[src/rtl/flash_poll_pkg.sv]
package flash_poll_pkg;

    typedef enum logic [1:0] {
        OP_NONE  = 2'd0,
        OP_PROG  = 2'd1,
        OP_ERASE = 2'd2
    } op_kind_e;

    typedef struct packed {
        op_kind_e    kind;
        logic [7:0]  wbyte;
    } op_req_t;

    localparam logic [7:0] ERASED_BYTE = 8'hFF;

    function automatic int unsigned settle_cycles(int unsigned mhz, int unsigned ns);
        return (mhz * ns + 999) / 1000;
    endfunction

    function automatic int unsigned max_u(int unsigned a, int unsigned b);
        return (a > b) ? a : b;
    endfunction

    // status byte seen while an operation is running
    function automatic logic [7:0] busy_status(op_kind_e kind, logic [7:0] wbyte, logic tog);
        logic b7;
        b7 = (kind == OP_PROG) ? ~wbyte[7] : 1'b0;
        return {b7, tog, 6'b0};
    endfunction

    // status byte seen during the settle window
    function automatic logic [7:0] settle_status(logic [7:0] stored, logic tog);
        return {stored[7], tog, 6'b0};
    endfunction

endpackage

[src/rtl/fps_req_arbiter.sv]
module fps_req_arbiter
    import flash_poll_pkg::*;
(
    input  logic       prog_start,
    input  logic       erase_start,
    input  logic [7:0] prog_byte,
    input  logic       busy,
    output logic       accept,
    output op_req_t    req
);
    always_comb begin
        req.wbyte = prog_byte;
        if (prog_start)       req.kind = OP_PROG;
        else if (erase_start) req.kind = OP_ERASE;
        else                  req.kind = OP_NONE;
        accept = !busy && (prog_start || erase_start);
    end
endmodule

[src/rtl/fps_down_counter.sv]
module fps_down_counter #(
    parameter int W = 8
) (
    input  logic         clk,
    input  logic         rst,
    input  logic         load,
    input  logic         clr,
    input  logic [W-1:0] load_val,
    output logic         active,
    output logic         last
);
    logic [W-1:0] cnt_q;

    always_ff @(posedge clk) begin
        if (rst)                cnt_q <= '0;
        else if (load)          cnt_q <= load_val;
        else if (clr)           cnt_q <= '0;
        else if (cnt_q != '0)   cnt_q <= cnt_q - 1'b1;
    end

    assign active = (cnt_q != '0);
    assign last   = (cnt_q == W'(1));
endmodule

[src/rtl/fps_toggle.sv]
module fps_toggle (
    input  logic clk,
    input  logic rst,
    input  logic clr,
    input  logic adv,
    output logic tog
);
    always_ff @(posedge clk) begin
        if (rst)      tog <= 1'b0;
        else if (clr) tog <= 1'b0;
        else if (adv) tog <= ~tog;
    end
endmodule

[src/rtl/fps_read_mux.sv]
module fps_read_mux
    import flash_poll_pkg::*;
(
    input  logic       addr_valid,
    input  logic       busy,
    input  logic       settling,
    input  op_kind_e   kind,
    input  logic [7:0] wbyte,
    input  logic [7:0] stored,
    input  logic       tog,
    output logic [7:0] rd_data,
    output logic       data_valid
);
    always_comb begin
        if (!addr_valid) begin
            rd_data    = 8'h00;
            data_valid = 1'b0;
        end else if (busy) begin
            rd_data    = busy_status(kind, wbyte, tog);
            data_valid = 1'b0;
        end else if (settling) begin
            rd_data    = settle_status(stored, tog);
            data_valid = 1'b0;
        end else begin
            rd_data    = stored;
            data_valid = 1'b1;
        end
    end
endmodule

[src/rtl/flash_poll_status.sv]
module flash_poll_status
    import flash_poll_pkg::*;
#(
    parameter int unsigned CLK_MHZ      = 100,
    parameter int unsigned SETTLE_NS    = 1000,
    parameter int unsigned PROG_CYCLES  = 20,
    parameter int unsigned ERASE_CYCLES = 60
) (
    input  logic       clk,
    input  logic       rst,
    input  logic       prog_start,
    input  logic [7:0] prog_byte,
    input  logic       erase_start,
    input  logic       rd_stb,
    input  logic       addr_valid,
    output logic [7:0] rd_data,
    output logic       data_valid,
    output logic       busy
);
    localparam int unsigned SETTLE_CYC = settle_cycles(CLK_MHZ, SETTLE_NS);
    localparam int unsigned OP_MAX     = max_u(PROG_CYCLES, ERASE_CYCLES);
    localparam int          OPW        = $clog2(OP_MAX + 1);
    localparam int          SW         = (SETTLE_CYC > 0) ? $clog2(SETTLE_CYC + 1) : 1;

    logic       accept;
    op_req_t    req;
    logic       op_done;
    logic       settling;
    logic       settle_last;
    logic       tog_q;
    op_kind_e   kind_q;
    logic [7:0] wbyte_q;
    logic [7:0] stored_q;
    logic [OPW-1:0] op_len;

    fps_req_arbiter u_arb (
        .prog_start  (prog_start),
        .erase_start (erase_start),
        .prog_byte   (prog_byte),
        .busy        (busy),
        .accept      (accept),
        .req         (req)
    );

    assign op_len = (req.kind == OP_PROG) ? OPW'(PROG_CYCLES) : OPW'(ERASE_CYCLES);

    fps_down_counter #(.W(OPW)) u_op_timer (
        .clk      (clk),
        .rst      (rst),
        .load     (accept),
        .clr      (1'b0),
        .load_val (op_len),
        .active   (busy),
        .last     (op_done)
    );

    fps_down_counter #(.W(SW)) u_settle_timer (
        .clk      (clk),
        .rst      (rst),
        .load     (op_done),
        .clr      (accept),
        .load_val (SW'(SETTLE_CYC)),
        .active   (settling),
        .last     (settle_last)
    );

    fps_toggle u_tog (
        .clk (clk),
        .rst (rst),
        .clr (accept),
        .adv (busy && rd_stb && addr_valid),
        .tog (tog_q)
    );

    always_ff @(posedge clk) begin
        if (rst) begin
            kind_q   <= OP_NONE;
            wbyte_q  <= 8'h00;
            stored_q <= ERASED_BYTE;
        end else begin
            if (accept) begin
                kind_q  <= req.kind;
                wbyte_q <= req.wbyte;
            end
            if (op_done)
                stored_q <= (kind_q == OP_PROG) ? wbyte_q : ERASED_BYTE;
        end
    end

    fps_read_mux u_mux (
        .addr_valid (addr_valid),
        .busy       (busy),
        .settling   (settling),
        .kind       (kind_q),
        .wbyte      (wbyte_q),
        .stored     (stored_q),
        .tog        (tog_q),
        .rd_data    (rd_data),
        .data_valid (data_valid)
    );

    logic unused_ok;
    assign unused_ok = settle_last;
endmodule

[config.mk]
export PLATFORM = sky130hd
export DESIGN_NAME = flash_poll_status
export DESIGN_NICKNAME = d
export VERILOG_FILES = /design/src/rtl/flash_poll_pkg.sv /design/src/rtl/fps_req_arbiter.sv /design/src/rtl/fps_down_counter.sv /design/src/rtl/fps_toggle.sv /design/src/rtl/fps_read_mux.sv /design/src/rtl/flash_poll_status.sv
export SDC_FILE = /design/constraint.sdc
export NUM_CORES = 1
export LEC_CHECK = 0
export ABC_AREA = 1
export BUFFER_PORTS_ARGS = -buffer_cell sky130_fd_sc_hd__buf_2
export CELL_PAD_IN_SITES_DETAIL_PLACEMENT = 0
export CELL_PAD_IN_SITES_GLOBAL_PLACEMENT = 2
export CORE_ASPECT_RATIO = 1.2
export CORE_UTILIZATION = 33
export CTS_BUF_LIST = sky130_fd_sc_hd__clkbuf_4 sky130_fd_sc_hd__clkbuf_8
export DETAILED_ROUTE_END_ITERATION = 16
export PLACE_DENSITY_LB_ADDON = 0.15
export SLEW_MARGIN = 10
export SYNTH_ARGS = -nofsm -noshare
export SYNTH_HDL_FRONTEND = slang
export SYNTH_SLANG_ARGS = --single-unit
[constraint.sdc]
create_clock -name clk -period 1.7 [get_ports clk]
set_clock_uncertainty 0.1 [all_clocks]
set_input_delay 0.17 -clock clk [delete_from_list [all_inputs] [get_ports clk]]
set_output_delay 0.17 -clock clk [all_outputs]
set_load 0.1 [all_outputs]
### Word level (Yosys, flattened, before mapping)

Index checks and enable logic that the tools add are counted.

* memories: 0
* bits of input ports: 14
* memory bits (read-only): 0
* latch bits: 0
* output and inout port bits: 10
* flip-flop bits (word level): 32
* bits in writable memories: 0
* logic and storage cells: 41

* divide/modulo/power cells: 0
* shifts and indexed selects: 0
* add/sub/neg operators: 2
* $lt $le $gt $ge: 0
* bitwise gates (word level): 2
* multipliers: 0
* eq/ne operators: 3
* multiplexer cells: 16
* reductions and logical operators: 11

Operators by type and width (number)
* 2-to-1 mux 7 bit: 4
* 2-to-1 mux 8 bit: 3
* 2-to-1 mux 6 bit: 3
* nonzero test 7 bit: 1
* subtractor 7 x 1 -> 7 bit (second input constant): 1
* equality test 6 x 1 -> 1 bit (second input constant): 1
* nonzero test 6 bit: 1
* subtractor 6 x 1 -> 6 bit (second input constant): 1
* equality test 2 x 1 -> 1 bit (second input constant): 2
* 2-to-1 mux 1 bit: 4
* 2-to-1 mux 2 bit: 2
* logical AND 1 bit: 3
* nonzero test 3 bit: 1
* OR reduction 3 bit: 1
* inverter 1 bit: 2
* nonzero test 2 bit: 1
* OR reduction 2 bit: 1
* zero test 1 bit: 1
* logical OR 1 bit: 1

### Depth between registers and ports, before layout

Gate-level depths: netlist of run 1.

* depth after elaboration: 5
* mapped depth: 10
* depth with buffers taken out: 9

### Cells and area by module

Synthesis of run 1 repeated with hierarchy kept, for this count alone.

* cells, all modules: 276
* area, all modules: 2013.2 um^2

By module, submodules not included
* flash_poll_status: instances 1, cells an instance 101, area an instance 829.5 um^2, sequential area each 360.3 um^2
* fps_down_counter at u_settle_timer: instances 1, cells an instance 74, area an instance 514.2 um^2, sequential area each 140.1 um^2
* fps_down_counter at u_op_timer: instances 1, cells an instance 57, area an instance 415.4 um^2, sequential area each 120.1 um^2
* fps_read_mux: instances 1, cells an instance 25, area an instance 130.1 um^2, sequential area each 0.0 um^2
* fps_req_arbiter: instances 1, cells an instance 13, area an instance 82.6 um^2, sequential area each 0.0 um^2
* fps_toggle: instances 1, cells an instance 6, area an instance 41.3 um^2, sequential area each 20.0 um^2

### Least setup slack after synthesis of run 1

Ideal clock, no wire load.

* path kind: register -> output
* start point: register u_op_timer.cnt_q[0]
* end point: output port rd_data[7]
* data required time: 1430 ps
* setup slack: -1271 ps
* cell stages (with the launch flop): 8
* arrival: 2701 ps
* path buffers: 0
* path through: dfxtp_1 -> inv_1 -> ha_1 -> nand2_4 -> nor2_8 -> nand2_4 -> o21ai_0 -> a21oi_1

* word-level cells in the longest chain between the ends: 3

RTL lines
* start, declared: RTL line fps_down_counter.sv:12 `logic [W-1:0] cnt_q;`
* start signal, assigned: RTL line fps_down_counter.sv:16 `else if (load) cnt_q <= load_val;`
* start signal, assigned: RTL line fps_down_counter.sv:18 `else if (cnt_q != '0) cnt_q <= cnt_q - 1'b1;`
* nonzero test 6 bit: RTL line fps_down_counter.sv:21 `assign active = (cnt_q != '0);`
* via busy: RTL line flash_poll_status.sv:18 `output logic busy`
* 2-to-1 mux 8 bit: RTL line fps_read_mux.sv:18 `end else if (busy) begin`
* 2-to-1 mux 8 bit: RTL line fps_read_mux.sv:15 `if (!addr_valid) begin`
* end, declared: RTL line flash_poll_status.sv:16 `output logic [7:0] rd_data,`

The timed path passes the listed nets, and every way through them passes these cells.

### Worst setup path after layout of run 1

* start point: register u_op_timer.cnt_q[0]
* end point: output port rd_data[4]

* word-level cells in the longest chain between the ends: 3

RTL lines (RTL line)
* nonzero test 6 bit: fps_down_counter.sv:21
* 2-to-1 mux 8 bit: fps_read_mux.sv:18
* 2-to-1 mux 8 bit: fps_read_mux.sv:15

Every way passes these cells.

==> results.txt, run 1 <==
The run finished, with violations left. The checks that failed: setup timing. The aggregate negative setup slack was -2.116 ns; the area enclosed by the die boundary was 4973 um^2. Counting the buffers created by CTS gives 5. The HPWL reported at the end of detailed placement is 2800 um. In the final layout, flip-flops and latches occupy 644.4 um^2. Derived from the worst setup path, the maximum achievable clock frequency is 0.5166 GHz. The total global routing track utilization was 17.01%. The tools report the number of endpoints with negative hold slack in the final report as 0.

The setup path with the least slack is of type flip-flop to output pin. The row count is 26, and the clock net sink count is 32. The first detailed-routing pass ran for 3 iterations. The routed layout has 1428 vias. Ranked by total cell area, the synthesized netlist is headed by dfxtp_1 41%, nor2_1 9.0%, nand2_1 5.6%. Detailed routing placed a total of 1914 um of wire on met2.

For this design the static power due to leakage is 1.016 nW. Clock edge transition at the registers on the reported setup and hold paths: 0.07 ns. The tools report the startpoint type of the worst setup path as a flip-flop. At the pin with the least slew margin, the transition time is 0.2676 ns. The first global-routing pass estimated 6548 um of wire. The logs give 0 for the final max-slew violation count and 879.6 um^2 for the multi-input combinational cell area. The logs give 24 for the top-level port count and 418 for the number of fill cells in the layout. After detailed routing, the wire length on met1 is 1715 um. TritonCTS built the clock tree. Uppermost layer routed: met4. The synthesized design devotes to its leading area cell type 41.36% of total area. The tools report the final routed DRC violation total as 0. The core region is 4392 um^2. The post-synthesis sequential element count is 32, and the starting density of the core is 35.27%.

The endpoint identified for the worst register-to-register timing path is kind_q[0]$_SDFFE_PP0P_. Setup repair after global routing could not meet its margin everywhere. The run gives 269 as the total number of nets in the final design. The vias per cell works out to 4.621. The tools report the number of antenna violations at the first check in global routing as 0. Summing the sequential cell areas from Yosys gives 41.36% of the chip area. Wire segments on met3 add up to 109 um in the final route. The final critical path takes up 113.9% of the cycle. The area added between synthesis and finish was 49.84%; the signal arrival time at the worst endpoint was 1.67 ns.

For this run the aggregate overflow at the end of global routing stands at 0. For the worst setup path, the data required time is 1.43 ns. Sort of element at the end of the critical path: an output pin. Synthesis produced a netlist whose cell count is 200. The x dimension of the die works out to 64.54 um. The detail route stage leaves a number of antenna-violating nets equal to 0.

The worst register-to-register path has a depth of 11. The routed design has 3786 um of wire. The startpoint identified for the worst hold timing path is prog_byte[2]. The final core area utilization was 52.85%.

The run gives 217 as the post-synth net total. The worst hold path passes through 3 cells. The tools report the number of different library cells in the post-synthesis netlist as 30. The detailed router's first-iteration violation count is 43. In this run the mean area of a mapped cell was 7.745 um^2. Launch instance of the worst register-to-register path: u_op_timer.cnt_q[0]$_SDFFE_PP0P_.

Summed over all instances, the cell type with the most area after synthesis is dfxtp_1. The run gives 0 as the max-cap violation count. For the number of antenna repair diodes, the log shows 0. The run gives 5.201 mW as the overall power after layout. The wire length per cell is 12.25 um, and the H-tree depth reported by CTS is 2. Along the worst path, the maximum fanout reaches 7. The largest net degree at the start of global routing is 17. The weighted congestion at the end of routability-driven global placement was 0.7376. In this run the deepest clock path goes through 2 buffers. The worst path needs 1.936 ns of the cycle, external delays included. The count of buffers added on input and output ports is 23. The setup check on the worst reg-to-reg path leaves a slack of 0.09 ns. The post-route worst setup slack was -0.2356 ns. For the worst-skew pair, the clock arrives at the later sink with an insertion delay of 0.28 ns.

Fraction of final layout cells sized beyond drive strength 1: 38.74%. IR analysis of the VDD net gives a maximum drop of 1.280 mV. The final setup violation count is 10, and the tightest slew margin relative to the limit is 82.13%. The worst hold path belongs to the class input port to flip-flop. The die is 77.05 um tall.

The run gives 1549 um^2 as the area of the mapped netlist. The tools report the total of warnings raised by yosys as 0. Dividing total power by cell area gives a power density of 2241 nW/um^2.

Number of global-route vias before repair: 1471. Clock root buffer: clkbuf_8. The tools report the worst hold path endpoint as wbyte_q[2]$_SDFFE_PP0P_.
cell usage in the layout (no fill, tap or decap), types with 3 or more instances in the layout:
cell type	count
a21oi_1	10
buf_12	12
buf_2	13
buf_4	23
clkbuf_8	5
dfxtp_1	29
dfxtp_2	3
inv_1	16
inv_2	7
nand2_1	22
nand3_1	10
nand4_1	5
nor2_1	30
nor2_2	3
nor2_4	8
o211ai_1	6
o21ai_0	11
o21ai_1	8
cells by family (layout without fill, tap and decap cells):
| kind of cell | count (synthesis) | after routing | synth area share, % |
|---|---|---|---|
| buffers and inverters | 32 | 85 | 10.10 |
| xor gates and xnor gates | 3 | 3 | 1.697 |
| and+or+nand+nor | 91 | 91 | 30.53 |
| DFF | 32 | 32 | 41.36 |
| AOI/OAI and AO/OA | 39 | 39 | 13.89 |
| adders and majority gates | 3 | 3 | 2.424 |
per-stage QoR:
| step | std cells | hold slack (ns) | setup WS (ns) | area, um^2 |
|---|---|---|---|---|
| finish | 309 | 0.01225 | -0.2356 | 2321 |
| global route | 309 | 0.03615 | -0.3266 | 2321 |
| CTS | 306 | 0.006073 | -0.2975 | 2255 |
| detailed placement | 291 | 0.3069 | -0.01356 | 2074 |
| global placement | 291 | 0.3045 | 0.02908 | 2074 |
| floorplan | 200 | 0.1391 | -0.3430 | 1649 |
per-layer routing:
metal | track usage (%) | vias to the layer above
met5 | 0 | -
met4 | 5.333 | 0
met3 | 4.315 | 5
met2 | 30.42 | 21
met1 | 19.34 | 650
li1 | - | 752
power by group:
group / internal (mW) / total [mW] / switching, mW
Combinational: 1.37 / 3.25 / 1.87
Sequential: 1.05 / 1.23 / 0.187
Clock: 0.433 / 0.722 / 0.289
Total: 2.85 / 5.20 / 2.35
critical path: stages, from the launching register on:
cell and delay (ns):
dfxtp_2 0.33, inv_2 0.07, ha_4 0.15, nand2_4 0.07, nor2_8 0.11, nand2_8 0.07, nor2_4 0.15, nand2_8 0.12
nor2_4 0.13, buf_12 0.18
worst max-delay path by stage:
stage | cells after the start | start | endpoint | slack, ns
finish | 9 | u_op_timer.cnt_q[0]$_SDFFE_PP0P_ | rd_data[4] | -0.24
global route | 9 | u_op_timer.cnt_q[0]$_SDFFE_PP0P_ | rd_data[4] | -0.33
CTS | 9 | u_op_timer.cnt_q[1]$_SDFFE_PP0P_ | rd_data[4] | -0.30
detailed placement | 9 | u_op_timer.cnt_q[1]$_SDFFE_PP0P_ | rd_data[0] | -0.01
global placement | 9 | u_op_timer.cnt_q[0]$_SDFFE_PP0P_ | rd_data[0] | 0.03
floorplan | 8 | u_op_timer.cnt_q[0]$_SDFFE_PP0P_ | rd_data[0] | -0.34
state kept, by name, summed over array words and instances, names as in the netlist:
register              count
stored_q                  8
wbyte_q                   8
u_settle_timer.cnt_q      7
u_op_timer.cnt_q          6
kind_q                    2
u_tog.tog                 1
timing repair:
action	CTS	global route
endpoints found under the setup margin	10	23
buffers inserted	8	5
hold buffers	0	0
resized for setup	7	10
pin swaps	8	4
cell type report:
type,count,area share (%)
flip-flops and latches,32,27.76
multi-input cells,136,37.90
clock buffers,5,2.965
repair buffers,50,21.56
clock inverters,3,1.833
well taps,56,3.019
inverters,27,4.960
synth_stat cells:
library cell,count
nand3_1,10
o21ai_1,6
nand3_4,1
buf_12,1
a21oi_1,12
xnor2_1,1
inv_2,3
o21ai_0,13
nand2_4,2
dfxtp_1,32
or2_0,1
nor2_8,2
ha_1,3
inv_4,2
or2_2,1
nor2_2,4
nand3_2,1
o2bb2ai_1,1
nand4_4,1
nand2_1,23
a31oi_1,1
o211ai_1,6
buf_6,2
inv_1,22
clkbuf_1,2
xor2_1,2
nor3_1,1
nor2_1,37
nand2_2,2
nand4_1,5
Note: power is estimated with default switching activity, not from simulation.
==> run 2: changes to the inputs <==
--- a/config.mk
+++ b/config.mk
@@ -14,6 +14,7 @@
 export CTS_BUF_LIST = sky130_fd_sc_hd__clkbuf_4 sky130_fd_sc_hd__clkbuf_8
 export DETAILED_ROUTE_END_ITERATION = 16
 export PLACE_DENSITY_LB_ADDON = 0.15
+export REMOVE_ABC_BUFFERS = 1
 export SLEW_MARGIN = 10
 export SYNTH_ARGS = -nofsm -noshare
 export SYNTH_HDL_FRONTEND = slang
==> run 2 against run 1 <==
  * The flow still finishes with violations (setup timing)
  * Register-to-register slack improved by 0.07 ns
  * First-iteration DRC count fell by 21%
  * Clock-buffer cell count rose by 1
  * Critical path type unchanged
  * Largest power group unchanged
  * Largest cell class unchanged
  * Routed wire length fell by 3.5%
==> results.txt, run 2 (synthesis results as in run 1) <==
The sort of element at the end of the critical path is an output pin. The logs give 78.46% (-3.7 points) for the tightest slew margin relative to the limit and 0.28 ns (about the same) for the clock latency on the worst-skew pair. For the core box area, the log shows 4392 um^2 (unchanged). The top-level port count was 24 (unchanged); the detailed router's first-iteration violation count was 34 (-21%). The logs give 2 (unchanged) for the largest buffer count on any clock path and 2243 um^2 (-3.3%) for the final design instance area without fill.

The via count came out at 1422 (-0.42%). The worst setup path is launched from a flip-flop. In the layout the commonest cells are 29 x nor2_1, 29 x dfxtp_1, 23 x nand2_1. The critical path is of the flip-flop to output pin type.

For the area enclosed by the die boundary, the log shows 4973 um^2 (unchanged). The total number of nets in the final design was 264 (-1.9%); the transition time at the pin with the least slew margin was 0.3197 ns (+0.05209 ns). The tightest hold margin is 0.02344 ns (+0.01119 ns), and the time the final worst path needs with I/O delays and setup is 1.921 ns (-0.01471 ns). The wire length per cell is 12.02 um (-1.9%). The clock edge transition at the registers on the reported setup and hold paths is 0.07 ns (about the same), and the vias per cell is 4.678 (+1.2%). For the upper clock frequency limit, the log shows 0.5206 GHz (+0.77%). The cell area reported after detailed placement was 1977 um^2 (-4.7%); the quantity of I/O buffers inserted on ports was 23 (unchanged). The height of the die is 77.05 um (unchanged), and the number of global-route vias before repair is 1403 (-4.6%).

Max-cap violation count: 0 (unchanged). Final max-slew violation count: 0 (unchanged). CTS buffer count: 5 (unchanged).

Setup repair after global routing could not meet its margin everywhere. Largest fanout on the critical path: 7 (unchanged). The number of antenna repair diodes came out at 0 (unchanged).

The number of iterations in the first detailed-routing pass was 4 (+1); the fraction of final layout cells sized beyond drive strength 1 was 37.50% (-1.2 points). The number of fill cells in the layout was 436 (+4.3%); the signal arrival time at the worst endpoint was 1.65 ns (-0.02 ns). The tools report the post-route worst setup slack as -0.2209 ns (+0.01471 ns).

TritonCTS built the clock tree. The H-tree depth reported by CTS is 2 (unchanged). The total power divided by cell area works out to 2232 nW/um^2 (-0.40%). The tools report the wire length of the first global-routing pass as 6189 um (-5.5%). For the wire length reported by the detailed router, the log shows 3653 um (-3.5%).

The data required time of the worst path is 1.43 ns (about the same). Clock tree synthesis selected as its root buffer the cell clkbuf_8. The remaining global-route overflow is 0 (unchanged), and the number of endpoints with negative hold slack in the final report is 0 (unchanged).

Largest net degree at the start of global routing: 18 (+1). Relative to the synthesized area, the layout overhead comes to 44.83%. The weighted congestion at the end of routability-driven global placement was 0.8318 (+13%).

The ratio of final minimum period to clock period was 113.0% (-0.87 points). The leakage power total was 0.9966 nW (-1.9%); the clock net sink count was 32 (unchanged). Final routed DRC violation total: 0 (unchanged). The worst min-delay path class was input port to flip-flop. The run finished, with violations left.

The logs give 35.27% (unchanged) for the starting density of the core and 1.113 mV (-13%) for the maximum ir drop on the vdd rail. The final reports fail on setup timing. The largest registers in the layout are stored_q: 8 flops, wbyte_q: 8 flops, u_settle_timer.cnt_q: 7 flops.

The number of antenna violations at the first check in global routing was 0 (unchanged). The x dimension of the die works out to 64.54 um (unchanged). The row count is 26 (unchanged), and the post-cts hold buffer count is 0 (unchanged). The final setup violation count is 9 (-1). The HPWL reported at the end of detailed placement came out at 2717 um (-3.0%). The residual antenna-violating net count after detailed routing was 0 (unchanged); the total global routing track utilization was 16.14% (-0.88 points).
-- run 2: cell types whose count changed in the layout (fill, tap and decap cells not counted), moves of 2 or more --
cell        previous run  this run
o21ai_1                8         6
buf_12                12        10
nor2_2                 3         5
clkinvlp_4             2         0
buf_6                  2         0
-- run 2: worst paths after layout --
check	end	cells past startpoint	slack (ns)	startpoint
setup / recovery	rd_data[4]	9	-0.22	u_op_timer.cnt_q[1]$_SDFFE_PP0P_
hold / removal	wbyte_q[4]$_SDFFE_PP0P_	3	0.02	prog_byte[4]
setup reg to reg	u_settle_timer.cnt_q[5]$_SDFFE_PP0P_	11	0.16	u_op_timer.cnt_q[0]$_SDFFE_PP0P_
hold reg to reg	kind_q[1]$_SDFFE_PP0P_	2	0.36	kind_q[1]$_SDFFE_PP0P_
-- run 2: routing by layer --
layer / track usage (%) / routed length, um / share of wire, % / vias up
met5: 0 / 0 / 0 / -
met1: 18.85 / 1673 / 46 / 649
li1: - / - / - / 746
met4: 5.333 / 46 / 1.3 / 0
met3: 5.060 / 155 / 4.2 / 4
met2: 27.47 / 1778 / 49 / 23
-- run 2: final cells by class --
type	count	area [um^2]	share of cell area [%]
multi-input cells	136	878.3	39.15
clock buffers	6	76.32	3.402
well taps	56	70.07	3.123
clock inverters	2	35.03	1.562
flip-flops and latches	32	644.4	28.72
repair buffers	45	430.4	19.19
inverters	27	108.9	4.852
-- run 2: where the power goes --
part | leakage, nW | internal [mW] | switching [mW]
sequential | 0.264 | 1.05 | 0.192
clock | 0.0586 | 0.451 | 0.276
combinational | 0.674 | 1.23 | 1.81
-- run 2: through the flow --
stage	cells	power (mW)	worst slack (ns)	utilization, %	TNS, ns
floorplan	195	2.998	-1.271	-	-10.22
global placement	293	3.928	-0.02340	45.01	-0.1474
detailed placement	293	3.990	-0.05038	45.01	-0.2340
CTS	303	5.005	-0.2350	50.80	-1.832
global route	304	5.360	-0.3005	51.08	-2.482
finish	304	5.007	-0.2209	51.08	-1.741
-- run 2: critical path: stages (launching register included) --
cell     delay [ns]
dfxtp_2        0.32
inv_2          0.07
ha_4           0.15
nand2_4        0.07
nor2_8         0.09
nand2_4        0.07
nor2_4         0.16
nand2_8        0.12
nor2_4         0.15
buf_12         0.18
-- run 2: timing repair --
| action | 4_1_cts | 5_1_grt |
|---|---|---|
| endpoints found under the setup margin | 10 | 9 |
| gates resized for setup | 35 | 2 |
| pin swaps | 7 | 0 |
| buffers inserted | 2 | 1 |
==> run 3: changes to the inputs <==
--- a/config.mk
+++ b/config.mk
@@ -10,8 +10,8 @@
 export CELL_PAD_IN_SITES_DETAIL_PLACEMENT = 0
 export CELL_PAD_IN_SITES_GLOBAL_PLACEMENT = 2
 export CORE_ASPECT_RATIO = 1.2
-export CORE_UTILIZATION = 33
-export CTS_BUF_LIST = sky130_fd_sc_hd__clkbuf_4 sky130_fd_sc_hd__clkbuf_8
+export CORE_UTILIZATION = 32
+export CTS_BUF_LIST = sky130_fd_sc_hd__clkbuf_4 sky130_fd_sc_hd__clkbuf_8 sky130_fd_sc_hd__clkbuf_16
 export DETAILED_ROUTE_END_ITERATION = 16
 export PLACE_DENSITY_LB_ADDON = 0.15
 export REMOVE_ABC_BUFFERS = 1
==> run 3 against run 2 <==
  * The flow still finishes with violations (setup timing)
  * Clock power up 2%
  * Global-route usage up 2.0 points
  * Register-to-register slack worse by 0.06 ns
  * Sequential share of layout area down 1.4 points
  * Critical path depth unchanged
  * Combinational power up 13%
  * First-iteration DRC count up 5.9%
  * Total power up 8.3%
  * Cell area up 5.3%
  * Hold slack worse by 0.013 ns
==> results.txt, run 3 (synthesis results as in run 1) <==
The run finished, with violations left. The checks that failed: setup timing. The fraction of final layout cells sized beyond drive strength 1 was 41.70% (+4.2 points); the number of endpoints with negative hold slack in the final report was 0 (unchanged). The run gives 0 (unchanged) as the final max-slew violation count. The final instance count without filler cells was 317 (+4.3%). The cell family with the largest share of critical-path delay is simple AND/OR/NAND/NOR gates. H-tree depth reported by CTS: 2 (unchanged). The largest registers in the layout are stored_q: 8 flops, wbyte_q: 8 flops, u_settle_timer.cnt_q: 7 flops.

The wire length reported by the detailed router was 4111 um (+13%); the largest buffer count on any clock path was 2 (unchanged). The overall power after layout is 5.422 mW (+8.3%). The run gives 275 (+4.2%) as the total number of nets in the final design. The tools report the final core area utilization as 51.04% (about the same). The clock latency on the worst-skew pair is 0.29 ns (about the same). The tree is rooted in a clkbuf_8.

The critical path goes through inv_2 > ha_4 > nand2_4 > nor2_8 > nand2_4 > nor2_4 > nand2_8 > nor2_4 > buf_12. The post-route worst setup slack was -0.2740 ns (-0.05312 ns). The tightest slew margin relative to the limit was 81.62% (+3.2 points); the number of global-route vias before repair was 1484 (+5.8%). The number of buffer and inverter instances along the worst setup path was 2 (unchanged). Largest fanout on the critical path: 7 (unchanged). The quantity of I/O buffers inserted on ports was 23 (unchanged); the CTS buffer count was 5 (unchanged).

The tools report the number of iterations in the first detailed-routing pass as 4 (unchanged). The worst setup path is launched from a flip-flop. The run gives 32 (unchanged) as the clock net sink count. The x dimension of the die was 65.51 um (+1.5%); the upper clock frequency limit was 0.5066 GHz (-2.7%). The data required time of the worst path is 1.43 ns (about the same), and the ratio of final minimum period to clock period is 116.1% (+3.1 points). The vias per cell came out at 4.625 (-1.1%). The top-level port count came out at 24 (unchanged). Max-cap violation count: 0 (unchanged).

The clock edge transition at the registers on the reported setup and hold paths came out at 0.07 ns (about the same). The wire length of the first global-routing pass came out at 6955 um (+12%). TritonCTS built the clock tree. The row count is 27 (+3.8%). The tools report the largest net degree at the start of global routing as 17 (-1).

The most common cell after layout, fill and taps aside is nor2_1. The post-cts hold buffer count is 0 (unchanged), and the time the final worst path needs with I/O delays and setup is 1.974 ns (+0.05312 ns). The signal arrival time at the worst endpoint was 1.70 ns (+0.05 ns).

The leakage power total came out at 1.054 nW (+5.7%). The tools report the sort of element at the end of the critical path as an output pin. The stage delay of the slowest cell on the critical path was 0.33 ns (about the same); the transition time at the pin with the least slew margin was 0.2738 ns (-0.04592 ns). The tools report the area enclosed by the die boundary as 5124 um^2 (+3.0%). Via count: 1466 (+3.1%). The wire length per cell came out at 12.97 um (+7.9%). The tools report the aggregate negative setup slack as -2.231 ns (-0.4905 ns). Residual antenna-violating net count after detailed routing: 0 (unchanged). The run gives 0 (unchanged) as the remaining global-route overflow.

On the critical path, the stage with the largest delay is an instance of dfxtp_2. The tools report the HPWL reported at the end of detailed placement as 2719 um (about the same). The core box area is 4628 um^2 (+5.4%), and the area added between synthesis and finish is 52.50%. The tools report the number of antenna violations at the first check in global routing as 0 (unchanged). Setup repair after global routing could not meet its margin everywhere.

The maximum ir drop on the vdd rail is 1.294 mV (+16%), and the final routed DRC violation total is 0 (unchanged). The final setup violation count came out at 10 (+1). For the pre-CTS worst setup slack, the log shows -0.1188 ns (-0.06846 ns). The starting density of the core is 33.47% (-1.8 points).

The total power divided by cell area works out to 2295 nW/um^2 (+2.8%). In the layout the commonest cells are 29 x nor2_1, 28 x dfxtp_1, 27 x buf_4. The height of the die was 78.22 um (+1.5%). The worst min-delay path class was input port to flip-flop. Number of antenna repair diodes: 0 (unchanged). The run gives 18.17% (+2.0 points) as the total global routing track utilization. The logs give 0.7596 (-8.7%) for the weighted congestion at the end of routability-driven global placement and 296 (+1.0%) for the cell total after placement. The number of fill cells in the layout came out at 440 (+0.92%). The worst setup path is of the flip-flop to output pin kind. The detailed router's first-iteration violation count came out at 36 (+5.9%).
run 3: through the flow:
stage               hold WS (ns)  cell area (um^2)
detailed placement        0.3109              1987
finish                   0.01027              2362
floorplan                 0.1391              1499
global route             0.02089              2362
global placement          0.3055              1987
CTS                     0.008999              2323
run 3: area by class of cell:
type | instances | area, um^2 | share of cell area, %
Tap cell | 58 | 72.57 | 3.072
Sequential cell | 32 | 645.6 | 27.33
Inverter | 27 | 111.4 | 4.714
Clock buffer | 6 | 76.32 | 3.231
Timing Repair Buffer | 56 | 535.5 | 22.67
Clock inverter | 2 | 35.03 | 1.483
Multi-Input combinational cell | 136 | 885.9 | 37.50
run 3: final timing paths:
| path | startpoint | end | slack (ns) | cells past startpoint |
|---|---|---|---|---|
| worst min register to register | kind_q[1]$_SDFFE_PP0P_ | kind_q[1]$_SDFFE_PP0P_ | 0.37 | 2 |
| worst max-delay path | u_op_timer.cnt_q[1]$_SDFFE_PP0P_ | rd_data[0] | -0.27 | 9 |
| worst min-delay path | prog_byte[7] | wbyte_q[7]$_SDFFE_PP0P_ | 0.01 | 3 |
| worst max register to register | u_settle_timer.cnt_q[0]$_SDFFE_PP0P_ | u_settle_timer.cnt_q[6]$_SDFFE_PP0P_ | 0.10 | 11 |
run 3: what timing repair did:
action / in CTS / in global routing
resized for setup: 42 / 8
endpoints found under the setup margin: 16 / 26
setup buffers: 12 / 5
pin swaps: 8 / 6
run 3: power by group:
part	internal [mW]	total (mW)	leakage, nW	switching, mW
combinational	1.48	3.44	0.731	1.95
sequential	1.05	1.24	0.264	0.194
clock	0.451	0.742	0.0586	0.291
total	2.98	5.42	1.05	2.44
run 3: worst register-to-register path: stages (launching register included):
cell and delay, ns:
dfxtp_2 0.33, inv_2 0.07, ha_4 0.15, nand3_4 0.07, buf_6 0.12, buf_6 0.10
buf_4 0.12, buf_4 0.13, o21ai_2 0.14, nor2_2 0.05, nor2_2 0.09, nor2_1 0.04
run 3: metal layers:
metal  global-route usage, %  up-vias  wire length, um
met4                   5.870        0               55
met1                   19.86      673             1720
li1                        -      766                -
met5                       0        -                0
met3                   4.506        5              109
met2                   33.40       22             2226
